## src/rtl/ldpc_syn_pkg.sv

```systemverilog
package ldpc_syn_pkg;

  // Strobes from the control to the datapath
  typedef struct packed {
    logic capture;   // load new decision and syndrome results
    logic present;   // a result is being presented this cycle
  } synStrobe_t;

  function automatic int unsigned failWidth(input int unsigned rows);
    return $clog2(rows + 1);
  endfunction

endpackage

```

## src/rtl/ldpc_syn_ctrl.sv

```systemverilog
module ldpc_syn_ctrl
  import ldpc_syn_pkg::*;
(
  input  logic       clk,
  input  logic       rstN,
  input  logic       validIn,
  output synStrobe_t strobe,
  output logic       validOut
);

  logic presentQ;

  always_ff @(posedge clk or negedge rstN) begin
    if (!rstN) presentQ <= 1'b0;
    else       presentQ <= validIn;
  end

  always_comb begin
    strobe.capture = validIn;
    strobe.present = presentQ;
  end

  assign validOut = presentQ;

  // one-cycle latency of the valid strobe
  assert_valid_latency_R5: assert property (@(posedge clk) disable iff (!rstN)
    validIn |=> validOut);
  assert_valid_single_R5: assert property (@(posedge clk) disable iff (!rstN)
    !validIn |=> !validOut);

endmodule

```

## src/rtl/ldpc_syn_datapath.sv

```systemverilog
module ldpc_syn_datapath
  import ldpc_syn_pkg::*;
#(
  parameter int unsigned CODE_LEN = 12,
  parameter int unsigned NUM_ROWS = 6,
  parameter int unsigned SOFT_W   = 8,
  parameter logic [NUM_ROWS*CODE_LEN-1:0] H_MATRIX = '0,
  localparam int unsigned FAIL_W  = failWidth(NUM_ROWS)
) (
  input  logic                       clk,
  input  logic                       rstN,
  input  synStrobe_t                 strobe,
  input  logic [CODE_LEN*SOFT_W-1:0] softIn,
  output logic [CODE_LEN-1:0]        hardWord,
  output logic [NUM_ROWS-1:0]        syndrome,
  output logic [FAIL_W-1:0]          failCount,
  output logic                       stopIter
);

  logic [CODE_LEN-1:0] hardNext;
  logic [NUM_ROWS-1:0] synNext;
  logic [FAIL_W-1:0]   countNext;

  // Sign slicer: negative total decides 1, zero or positive decides 0
  for (genvar j = 0; j < CODE_LEN; j++) begin : g_slice
    assign hardNext[j] = softIn[j*SOFT_W + SOFT_W - 1];
  end

  // One parity equation per matrix row
  for (genvar r = 0; r < NUM_ROWS; r++) begin : g_row
    localparam logic [CODE_LEN-1:0] ROW_MASK = H_MATRIX[r*CODE_LEN +: CODE_LEN];
    assign synNext[r] = ^(hardNext & ROW_MASK);
  end

  always_comb begin
    countNext = '0;
    for (int r = 0; r < NUM_ROWS; r++) begin
      countNext = countNext + FAIL_W'(synNext[r]);
    end
  end

  always_ff @(posedge clk or negedge rstN) begin
    if (!rstN) begin
      hardWord  <= '0;
      syndrome  <= '0;
      failCount <= '0;
      stopIter  <= 1'b0;
    end else if (strobe.capture) begin
      hardWord  <= hardNext;
      syndrome  <= synNext;
      failCount <= countNext;
      stopIter  <= (synNext == '0);
    end
  end

  // registered count agrees with registered syndrome
  assert_count_matches_R3: assert property (@(posedge clk) disable iff (!rstN)
    failCount == FAIL_W'($countones(syndrome)));
  // results are held without a capture strobe
  assert_hold_results_R6: assert property (@(posedge clk) disable iff (!rstN)
    !strobe.capture |=> ($stable(hardWord) && $stable(syndrome) && $stable(stopIter)));

endmodule

```

## src/rtl/ldpc_syndrome_check.sv

```systemverilog
module ldpc_syndrome_check
  import ldpc_syn_pkg::*;
#(
  parameter int unsigned CODE_LEN = 12,
  parameter int unsigned NUM_ROWS = 6,
  parameter int unsigned SOFT_W   = 8,
  parameter logic [NUM_ROWS*CODE_LEN-1:0] H_MATRIX =
    {12'h614, 12'h941, 12'h0AA, 12'hD40, 12'h033, 12'h28C},
  localparam int unsigned FAIL_W  = failWidth(NUM_ROWS)
) (
  input  logic                       clk,
  input  logic                       rstN,
  input  logic                       validIn,
  input  logic [CODE_LEN*SOFT_W-1:0] softIn,
  output logic                       validOut,
  output logic [CODE_LEN-1:0]        hardWord,
  output logic [NUM_ROWS-1:0]        syndrome,
  output logic [FAIL_W-1:0]          failCount,
  output logic                       stopIter
);

  synStrobe_t strobe;

  ldpc_syn_ctrl u_ctrl (
    .clk      (clk),
    .rstN     (rstN),
    .validIn  (validIn),
    .strobe   (strobe),
    .validOut (validOut)
  );

  ldpc_syn_datapath #(
    .CODE_LEN (CODE_LEN),
    .NUM_ROWS (NUM_ROWS),
    .SOFT_W   (SOFT_W),
    .H_MATRIX (H_MATRIX)
  ) u_dp (
    .clk       (clk),
    .rstN      (rstN),
    .strobe    (strobe),
    .softIn    (softIn),
    .hardWord  (hardWord),
    .syndrome  (syndrome),
    .failCount (failCount),
    .stopIter  (stopIter)
  );

  // stop flag agrees with the count on every presented result
  assert_stop_vs_count_R4: assert property (@(posedge clk) disable iff (!rstN)
    strobe.present |-> (stopIter == (failCount == '0)));
  // a zero syndrome never coexists with a nonzero count
  assert_zero_syndrome_R2: assert property (@(posedge clk) disable iff (!rstN)
    (syndrome == '0) |-> (failCount == '0));

endmodule

```

## config.mk

```make
export PLATFORM = sky130hd
export DESIGN_NAME = ldpc_syndrome_check
export DESIGN_NICKNAME = d
export VERILOG_FILES = /design/src/rtl/ldpc_syn_pkg.sv /design/src/rtl/ldpc_syn_ctrl.sv /design/src/rtl/ldpc_syn_datapath.sv /design/src/rtl/ldpc_syndrome_check.sv
export SDC_FILE = /design/constraint.sdc
export NUM_CORES = 1
export LEC_CHECK = 0
export BUFFER_PORTS_ARGS = -buffer_cell sky130_fd_sc_hd__clkbuf_2
export CAP_MARGIN = 20
export CORE_MARGIN = 3
export CORE_UTILIZATION = 34
export DETAILED_ROUTE_END_ITERATION = 8
export GPL_ROUTABILITY_DRIVEN = 0
export PLACE_DENSITY = 0.8
export SYNTH_ARGS = -nofsm -noshare
export SYNTH_HDL_FRONTEND = slang
export SYNTH_SLANG_ARGS = --single-unit
```

## constraint.sdc

```tcl
create_clock -name clk -period 0.9 [get_ports clk]
set_clock_uncertainty 0.1 [all_clocks]
set_input_delay 0.225 -clock clk [delete_from_list [all_inputs] [get_ports clk]]
set_output_delay 0.225 -clock clk [all_outputs]
set_load 0.02 [all_outputs]
```

==> results.tsv <==
metric	value	unit
grt_pass1_wl	4.48	mm
cap_violations	0	
cts_sinks	23	
cts_root_buffer	clkbuf_4	
r2r_start	u_dp.failCount[0]	
core	0.00308	mm2
htreeDepth	1	
setup_viol	37	
dp_hpwl	1.95	mm
grt_max_degree	24	
slowest_stage	fa_1	
p_per_area	1830	mW/mm2
violations	negative setup slack	
clk_latency	320	ps
ys_seq_area_share	52.2	%
via_per_inst	4.43	
firstDrtPassIters	3	
critPathTopFamily	adder cells	
drcViolationCount	0	
ios	122	
peakVddDrop	0.00140	V
post-route-util	70.0	%
crit_required	1060	ps
tritoncts	yes	
antenna_found_initial	0	
route.vias.total	872	
die_h	62.9	um
fill_cells	181	
fin_nets	258	
diodes	0	
worst_setup_path_end_kind	flop	
grt_pass1_vias	961	
grt_overflow	0	
synth_nets	186	
holdCritPathClass	primary input to flop	
power	3.94	mW
rsz0062_at_grt	true	
top_usage_layer	met2	
avgSynthCellArea	13.4	um2
drtIter0Drc	8	
max_slew_margin	82.3	%
crit_type	primary input to flop	
routedWlPerCell	15.9	um
netlist_instances	82	
synth_seq_cells	23	
use_met1	15.6	%
initial_core_util	35.8	%
die_w	62.9	um
critPathMaxFanout	3	
crit_chain	clkbuf_2 -> xnor3_2 -> xor2_2 -> fa_1 -> inv_2 -> fa_2 -> inv_2 -> fa_2 -> mux2i_1	
row_count	20	
ys_types	18	
met3_usage	3.60	%
synth_area	0.00110	mm2
maxSlewViolCount	0	
cp-start-kind	primary input	
max_stage_delay	560	ps
hold_viol_final	0	
min_period_over_period	269	%
fin_crit	2420	ps
portBuffers	37	
timing.final.ws_setup	-1520	ps
critPathLaunch	softIn[95]	
power_leakage	1.02	nW
final_antenna_net_count	0	
crit_buf_inv	3	
syn_to_final_growth	95.3	%
wl	3.14	mm
die_area	0.00396	mm2
yosysWarnings	0	
clkTransAtPathRegs	140	ps
grt_use_met2	27.3	%
worstMarginPinSlew	258	ps
fmax	0.413	GHz
arrival	2580	ps
layout-drive-gt1-share	75.8	%
min_from	softIn[79]	
clk_path_buf_depth	2	
outcome	complete, but fails checks	
grt_usage	14.7	%
numCtsBuffers	3	
==> stage by stage <==
| stage | instances | setup TNS [ps] | instance area (um2) | hold slack (ps) | worst slack (ps) |
|---|---|---|---|---|---|
| after global placement | 177 | -10050 | 1600 | 73.6 | -1790 |
| after global routing | 197 | -14560 | 2150 | 47.3 | -1580 |
| after detailed placement | 177 | -10730 | 1600 | 79.9 | -1890 |
| final | 197 | -13420 | 2150 | 53.9 | -1520 |
| after CTS | 191 | -12920 | 1930 | 40.8 | -1490 |
| after floorplan | 82 | -6220 | 1230 | -171 | -1630 |
==> placed cells by master, fill, tap and decap left out, drive strengths merged, types with 2 or more instances in the layout <==
cell	n
fa	3
mux2i	3
buf	55
xnor2	6
inv	8
nor2	5
a21oi	4
mux2	15
clkbuf	17
dfrtp	23
ha	2
xor2	5
==> power by group <==
| part | switching [mW] | internal [mW] | total (mW) |
|---|---|---|---|
| sequential | 0.140 | 1.22 | 1.36 |
| combinational | 0.880 | 1.19 | 2.07 |
| clock | 0.339 | 0.167 | 0.505 |
==> cells in the mapped netlist <==
| cell | count | area share [%] |
|---|---|---|
| xor2_1 | 4 | 3.2 |
| fa_1 | 3 | 5.4 |
| and2_1 | 1 | 0.57 |
| nor2_1 | 5 | 1.7 |
| xnor2_1 | 6 | 4.8 |
| nand2b_1 | 1 | 0.57 |
| buf_2 | 2 | 0.91 |
| nand2_1 | 1 | 0.34 |
| dfrtp_1 | 23 | 52 |
| mux2_2 | 15 | 15 |
| o41ai_2 | 1 | 1.5 |
| xor2_2 | 1 | 1.5 |
| mux2i_1 | 3 | 2.7 |
| ha_1 | 2 | 2.3 |
| a21oi_1 | 4 | 1.8 |
| inv_1 | 8 | 2.7 |
| xnor3_2 | 1 | 2.2 |
| buf_1 | 1 | 0.34 |
==> registers in the layout (all words and copies together), names as in the netlist <==
register,flops
u_ctrl.validOut,1
u_dp.syndrome,6
u_dp.hardWord,12
u_dp.stopIter,1
u_dp.failCount,3
==> area by class of cell <==
class / count / area [um2] / area share, %
Tap cell: 44 / 55.1 / 2.56
Clock inverter: 1 / 5.00 / 0.232
Timing Repair Buffer: 70 / 754 / 35.0
Inverter: 8 / 30.0 / 1.39
Clock buffer: 3 / 22.5 / 1.05
Sequential cell: 23 / 584 / 27.1
Multi-Input combinational cell: 48 / 702 / 32.6
==> routing by layer <==
layer	share of wire, %	vias up
met5	0	-
met4	1.7	0
met3	5.9	4
met2	56	32
met1	36	433
li1	-	403
==> kinds of logic (layout without fill, tap and decap cells) <==
kind of cell | count (synthesis) | in the layout | synth area share (%)
multiplexers | 18 | 18 | 18.0
AND/OR/NAND/NOR | 8 | 8 | 3.18
flip-flops | 23 | 23 | 52.2
buffers and inverters | 11 | 82 | 3.97
XOR/XNOR | 12 | 12 | 11.6
AO/OA/AOI/OAI | 5 | 5 | 3.29
adder cells (fa/ha/maj) | 5 | 5 | 7.72
==> worst register-to-register path, cell delays in order (launching register included) <==
cell,delay [ps]
dfrtp_1,410
buf_4,130
buf_4,120
mux2_4,250
==> worst paths after layout <==
kind,endpoint,slack [ps],depth (start not counted)
worst max register to register,u_dp.failCount[0],-210,3
worst min register to register,u_dp.failCount[2],450,2
worst min-delay path,u_dp.hardWord[9],50,2
min in group asynchronous,u_ctrl.validOut,270,3
max in group asynchronous,u_dp.hardWord[5],270,3
worst max-delay path,u_dp.failCount[1],-1520,9
==> repair_timing <==
item                                    CTS  global route
buffers inserted                         13             8
gates resized for setup                  35            75
hold buffers                              1             0
pin swaps                                 7             4
endpoints found under the setup margin   32            36
gates cloned                              0             0
endpoints found under the hold margin    23             0
No activity file was read; power rests on OpenSTA's default activity.
